--- config.mk ---
export PLATFORM = sky130hd
export DESIGN_NAME = adc_dma_req_ctrl
export DESIGN_NICKNAME = d
export VERILOG_FILES = /design/src/rtl/adc_dma_pkg.sv /design/src/rtl/adc_dr_unit.sv /design/src/rtl/adc_dma_req_unit.sv /design/src/rtl/adc_start_gate.sv /design/src/rtl/adc_dma_req_ctrl.sv
export SDC_FILE = /design/constraint.sdc
export NUM_CORES = 1
export LEC_CHECK = 0
export ABC_AREA = 1
export BUFFER_PORTS_ARGS = -buffer_cell sky130_fd_sc_hd__buf_2
export CAP_MARGIN = 20
export CORE_MARGIN = 5
export CORE_UTILIZATION = 48
export CTS_CLUSTER_DIAMETER = 100
export DETAILED_ROUTE_END_ITERATION = 10
export PLACE_DENSITY = 0.83
export SYNTH_ARGS = -nofsm -noshare
export SYNTH_HDL_FRONTEND = slang
export SYNTH_SLANG_ARGS = --single-unit
--- constraint.sdc ---
create_clock -name clk -period 1.8 [get_ports clk]
set_input_delay 0.18 -clock clk [delete_from_list [all_inputs] [get_ports clk]]
set_output_delay 0.18 -clock clk [all_outputs]
set_load 0.03 [all_outputs]
--- src/rtl/adc_dma_pkg.sv ---
package adc_dma_pkg;
  typedef enum logic {
    XFER_ONESHOT  = 1'b0,
    XFER_CIRCULAR = 1'b1
  } xfer_mode_e;
endpackage

--- src/rtl/adc_dr_unit.sv ---
// Result register, end-of-conversion and overrun tracking.
module adc_dr_unit #(
  parameter int DATA_W = 12
) (
  input  logic              clk,
  input  logic              rst,
  input  logic              cfg_ovr_overwrite,
  input  logic              conv_done,
  input  logic [DATA_W-1:0] conv_data,
  input  logic              freeze,
  input  logic              consume,
  input  logic              clr_ovr,
  output logic              new_evt,
  output logic              ovr_evt,
  output logic              eoc_next,
  output logic              eoc_q,
  output logic              ovr_q,
  output logic [DATA_W-1:0] data_q
);
  logic accept;
  logic load;

  always_comb begin
    accept  = conv_done & ~freeze;
    ovr_evt = accept & eoc_q & ~consume;
    new_evt = accept & ~ovr_evt;
    load    = new_evt | (ovr_evt & cfg_ovr_overwrite);
    if (accept)       eoc_next = 1'b1;
    else if (consume) eoc_next = 1'b0;
    else              eoc_next = eoc_q;
  end

  always_ff @(posedge clk) begin
    if (rst) begin
      data_q <= '0;
      eoc_q  <= 1'b0;
      ovr_q  <= 1'b0;
    end else begin
      if (load) data_q <= conv_data;
      eoc_q <= eoc_next;
      if (ovr_evt)      ovr_q <= 1'b1;
      else if (clr_ovr) ovr_q <= 1'b0;
    end
  end
endmodule

--- src/rtl/adc_dma_req_unit.sv ---
// DMA request level, one-shot halt and abort/sequence-reset pulses.
module adc_dma_req_unit
  import adc_dma_pkg::*;
(
  input  logic       clk,
  input  logic       rst,
  input  xfer_mode_e mode,
  input  logic       dma_ack,
  input  logic       dma_tc,
  input  logic       rearm,
  input  logic       new_evt,
  input  logic       ovr_evt,
  input  logic       ovr_q,
  output logic       halt_set,
  output logic       halt_next,
  output logic       req_q,
  output logic       halt_q,
  output logic       abort_q,
  output logic       seqrst_q
);
  logic req_next;

  always_comb begin
    halt_set = dma_tc & (mode == XFER_ONESHOT) & ~halt_q;
    if (halt_set)   halt_next = 1'b1;
    else if (rearm) halt_next = 1'b0;
    else            halt_next = halt_q;

    if (halt_set | ovr_evt)             req_next = 1'b0;
    else if (new_evt & ~ovr_q & ~halt_q) req_next = 1'b1;
    else if (dma_ack)                   req_next = 1'b0;
    else                                req_next = req_q;
  end

  always_ff @(posedge clk) begin
    if (rst) begin
      req_q    <= 1'b0;
      halt_q   <= 1'b0;
      abort_q  <= 1'b0;
      seqrst_q <= 1'b0;
    end else begin
      req_q    <= req_next;
      halt_q   <= halt_next;
      abort_q  <= halt_set;
      seqrst_q <= halt_set;
    end
  end
endmodule

--- src/rtl/adc_start_gate.sv ---
// Auto-delay gating of regular and injected conversion starts.
module adc_start_gate (
  input  logic clk,
  input  logic rst,
  input  logic cfg_auto_delay,
  input  logic eoc_next,
  input  logic halt_next,
  input  logic inj_done,
  input  logic clr_jeos,
  output logic reg_en_q,
  output logic inj_en_q,
  output logic jeos_q
);
  logic jeos_next;

  always_comb begin
    if (inj_done)      jeos_next = 1'b1;
    else if (clr_jeos) jeos_next = 1'b0;
    else               jeos_next = jeos_q;
  end

  always_ff @(posedge clk) begin
    if (rst) begin
      jeos_q   <= 1'b0;
      reg_en_q <= 1'b1;
      inj_en_q <= 1'b1;
    end else begin
      jeos_q   <= jeos_next;
      reg_en_q <= ~halt_next & ~(cfg_auto_delay & eoc_next);
      inj_en_q <= ~(cfg_auto_delay & jeos_next);
    end
  end
endmodule

--- src/rtl/adc_dma_req_ctrl.sv ---
module adc_dma_req_ctrl
  import adc_dma_pkg::*;
#(
  parameter int DATA_W = 12
) (
  input  logic              clk,
  input  logic              rst,
  input  logic              cfg_circular,
  input  logic              cfg_ovr_overwrite,
  input  logic              cfg_auto_delay,
  input  logic              conv_done,
  input  logic [DATA_W-1:0] conv_data,
  input  logic              inj_done,
  input  logic              dma_ack,
  input  logic              dma_tc,
  input  logic              dr_read,
  input  logic              clr_eoc,
  input  logic              clr_ovr,
  input  logic              clr_jeos,
  input  logic              rearm,
  output logic [DATA_W-1:0] result_data,
  output logic              dma_req,
  output logic              reg_start_en,
  output logic              inj_start_en,
  output logic              abort_pulse,
  output logic              seq_reset_pulse,
  output logic              eoc_flag,
  output logic              ovr_flag,
  output logic              jeos_flag,
  output logic              dma_halt
);
  xfer_mode_e mode;
  logic new_evt, ovr_evt, eoc_next, halt_set, halt_next, consume;

  assign mode    = cfg_circular ? XFER_CIRCULAR : XFER_ONESHOT;
  assign consume = dr_read | dma_ack | clr_eoc;

  adc_dr_unit #(.DATA_W(DATA_W)) dr_u (
    .clk(clk), .rst(rst),
    .cfg_ovr_overwrite(cfg_ovr_overwrite),
    .conv_done(conv_done), .conv_data(conv_data),
    .freeze(dma_halt | halt_set),
    .consume(consume), .clr_ovr(clr_ovr),
    .new_evt(new_evt), .ovr_evt(ovr_evt), .eoc_next(eoc_next),
    .eoc_q(eoc_flag), .ovr_q(ovr_flag), .data_q(result_data)
  );

  adc_dma_req_unit req_u (
    .clk(clk), .rst(rst), .mode(mode),
    .dma_ack(dma_ack), .dma_tc(dma_tc), .rearm(rearm),
    .new_evt(new_evt), .ovr_evt(ovr_evt), .ovr_q(ovr_flag),
    .halt_set(halt_set), .halt_next(halt_next),
    .req_q(dma_req), .halt_q(dma_halt),
    .abort_q(abort_pulse), .seqrst_q(seq_reset_pulse)
  );

  adc_start_gate gate_u (
    .clk(clk), .rst(rst), .cfg_auto_delay(cfg_auto_delay),
    .eoc_next(eoc_next), .halt_next(halt_next),
    .inj_done(inj_done), .clr_jeos(clr_jeos),
    .reg_en_q(reg_start_en), .inj_en_q(inj_start_en), .jeos_q(jeos_flag)
  );
endmodule

Word-level counts from Yosys, hierarchy flattened
Cells that the tools add are included.

word-level totals
  flip-flop bits (word level) = 20
  bits of input ports = 26

cells by class
  multiplexer cells = 11
  bitwise gates (word level) = 26
  reduce and logical (&&, ||, !) cells = 3

operator list
  operator            number
  1-bit AND           12
  1-bit two-way mux   11
  1-bit NOT           9
  1-bit bitwise OR    5
  2-bit nonzero test  2
  2-bit OR reduction  1

Logic depth before layout (Yosys ltp)
  word-level depth = 14
  depth in mapped cells = 8
  depth with buffers taken out = 7

Modules after synthesis
A second synthesis with hierarchy kept.

unflattened totals
  cell total of the unflattened synthesis = 136
  area, all modules = 968.4 sq um

modules (own cells, without submodules)
  module            times used  cells an instance  area an instance (sq um)  sequential area each (sq um)
  adc_dr_unit       1           96                 674.4                     280.3
  adc_dma_req_unit  1           23                 165.2                     60.1
  adc_start_gate    1           13                 111.4                     60.1
  adc_dma_req_ctrl  1           4                  17.5                      0.0

Least setup slack after synthesis
No wires, ideal clock.

  path kind = reg2reg
  start point = register dr_u.eoc_q
  end point = register dr_u.data_q[0]
  arrival = 1.139 ns
  path slack = 0.547 ns
  stages on the path, launching flop included = 7
  clock period less this slack = 1.253 ns
  path through = dfxtp_1 > inv_1 > nor2_4 > nand3_4 > buf_6 > a21oi_2 > nor2_1

between the ends
  cells in the longest elaborated chain, start to end = 5
  elaborated cells on any way between the ends = 6
  classes of those cells = bitwise: 6

ends and longest elaborated chain
  element                    line               source
  start, declared            adc_dr_unit.sv:16  output logic eoc_q,
  start signal, assigned     adc_dr_unit.sv:40  eoc_q <= eoc_next;
  1-bit AND * (2 in series)  adc_dr_unit.sv:25  ovr_evt = accept & eoc_q & ~consume;
  1-bit NOT                  adc_dr_unit.sv:26  new_evt = accept & ~ovr_evt;
  1-bit AND                  adc_dr_unit.sv:26
  1-bit bitwise OR *         adc_dr_unit.sv:27  load = new_evt | (ovr_evt & cfg_ovr_overwrite);
  end signal, assigned       adc_dr_unit.sv:39  if (load) data_q <= conv_data;
  end, declared              adc_dr_unit.sv:18  output logic [DATA_W-1:0] data_q

Mark *: on every way between the ends. The rest lies on a longest branch, timed or not.
A chain may end at the register's enable or synchronous reset.

Worst setup path in the final report
  start point = register dr_u.eoc_q
  end point = register dr_u.data_q[9]

Same word-level chain as after synthesis.

==> run metrics <==
GRT overflow=0; GP Congestion=0.706; Min Hold Slack=0.0446 ns; vias per cell=4.51; most frequent cell after synthesis=nor2_1; routed vias=893; Syn. warnings=0; Syn-to-layout area delta=25.5%; Final Power=1.10 mW; Unique masters post-synth=19; Final Critical Period=1.21 ns; leading post-synthesis cells by cell area=dfxtp_1 41%, nor2_1 8.8%, nand2_1 8.4%; CP Capture Type=flop; # diodes=0; CTS max path bufs=2; Buffers on Ports=46; EDFF count, synth=0; starting density of the core=between 50% and 60%; status=finished, final reports clean; H-Tree Depth=1; Slew headroom=~72%; CP Class=flop to flop; I/O Pins=47; count of pins over their slew limit=0; sequential fraction of the synthesis area=40.8%; core area=0.00196 mm²; initial antenna violation count=0; Max Cap Viol=0; TNS Setup=0 ns; Cells after Synth=127; Nets=198; flops & latches, synth=20; RR Startpoint=dr_u.eoc_q; CTS tree=yes; slack of the critical path=0.590 ns; CTS clock-pin slew for the worst setup and hold paths=between 0.1 and 0.15 ns; Synth top cells by count=23 x nor2_1, 22 x nand2_1, 20 x dfxtp_1, 20 x inv_1, 12 x a21oi_1; cell taking the most area after synthesis=dfxtp_1; Pwr Density=slightly below 900 mW/mm²; Filler cells=210; crit path DAT=around 1.4 ns; layout cells sized above 1=39.2%; DRT Pass-1 Iters=5; Worst-Skew Late Latency=0.30 ns; number of CTS-inserted buffers=3; Setup Viol. Count Final=0; Synth async-reset ratio=0%; hold crit path type=input port to flop; Final HPWL DP=~1600 µm; CTS root buffer=clkbuf_4; largest net degree at the start of global routing=25; final clock skew=0.00308 ns; VDD IR max=0.000617 V; Die Y=55.2 µm; CP max FO=24; CP Data Required Time=between 2 and 2.5 ns; 1st-iter DRT viols=8; Setup crit start=dr_u.eoc_q; Routed wire per std cell=10.1 µm; DRT Wirelength=between 2000 and 2500 µm; average cell area after synthesis=7.73 µm²; Setup Fix Bufs, Post-CTS=0; vias in the first global route=847; DIE AREA=0.00305 mm²; GR Util All Layers=13.8%; top cell type's share of synthesized area=40.8%; Top FF cell, synth=dfxtp_1; row count=16; critical hold path startpoint=cfg_auto_delay; Leakage=0.680 nW; DRC=0; cts hold-fix bufs=0; DP Worst Slack=0.604 ns; Post-Syn Area=about 980 µm²; DRT antenna net count=0; Worst-Margin Slew=0.417 ns; die width=55.2 µm; first-pass GRT wire length=approximately 3500 µm; Synth Net Count=153; RSZ-0062 raised after global routing=no; clk sinks=20; FMAX=827 MHz; Hold Vio Cnt, Final=0; Final Cycle Share=67.2%; startpoint types=flop; CTS resizes=0
state kept, by name, summed over array words and instances, names as in the netlist:
signal and count:
dr_u.data_q 12, dr_u.eoc_q 1, dr_u.ovr_q 1, gate_u.inj_en_q 1, gate_u.jeos_q 1, gate_u.reg_en_q 1
req_u.abort_q 1, req_u.halt_q 1, req_u.req_q 1
worst max-delay path: stages (launching register included):
cell     delay [ns]
dfxtp_1        0.34
inv_1          0.06
nor2_4         0.11
nand3_4        0.27
a21oi_1        0.27
nor2_1         0.06
path summary, 6_finish.rpt:
path	slack, ns	endpoint	cells past startpoint
setup / recovery	0.59	dr_u.data_q[9]	5
hold / removal	0.04	gate_u.inj_en_q	2
hold reg to reg	0.49	dr_u.data_q[1]	2
setup reg to reg	0.59	dr_u.data_q[9]	5
layout make-up:
type	instances	area (µm²)	area share, %
clock inverters	1	30.0	2.44
repair buffers	46	230	18.7
multi-input cells	80	437	35.4
clock buffers	3	22.5	1.83
flip-flops and latches	20	400	32.5
well taps	27	33.8	2.74
inverters	21	78.8	6.40
cell usage in the layout, fill, tap and decap left out, types with 2 or more instances in the layout:
| master | synthesis | layout |
|---|---|---|
| a21oi_1 | 12 | 12 |
| a21oi_2 | 2 | 2 |
| buf_2 | 0 | 46 |
| clkbuf_4 | 0 | 3 |
| dfxtp_1 | 20 | 20 |
| inv_1 | 20 | 20 |
| nand2_1 | 22 | 22 |
| nand3_1 | 6 | 6 |
| nand3_2 | 8 | 8 |
| nor2_1 | 23 | 23 |
logic make-up after synthesis:
| family | Yosys count | share of synthesized area (%) |
|---|---|---|
| AND/OR/NAND/NOR | 65 | 35.8 |
| AO/OA/AOI/OAI | 15 | 8.66 |
| flip-flops | 20 | 40.8 |
| buffers and inverters | 27 | 14.8 |
per-stage QoR:
| step | util, % | instance area (µm²) | cells |
|---|---|---|---|
| after floorplan | - | 982 | 127 |
| after global placement | 60.1 | 1180 | 194 |
| after detailed placement | 60.1 | 1180 | 194 |
| after CTS | 62.8 | 1230 | 198 |
| after global routing | 62.8 | 1230 | 198 |
| final | 62.8 | 1230 | 198 |
report_power, final:
| part | internal, mW | switching (mW) |
|---|---|---|
| combinational | 0.0830 | 0.163 |
| clock | 0.225 | 0.139 |
| sequential | 0.476 | 0.0153 |
per-layer routing:
layer  global-route usage (%)  vias to the layer above  routed length (µm)
li1                         -                      478                   -
met1                     15.3                      381                 817
met2                     24.0                       32                1000
met3                     4.20                        2                 167
met4                     6.25                        0                  22
met5                        0                        -                   0
(Power assumes the default switching activity.)
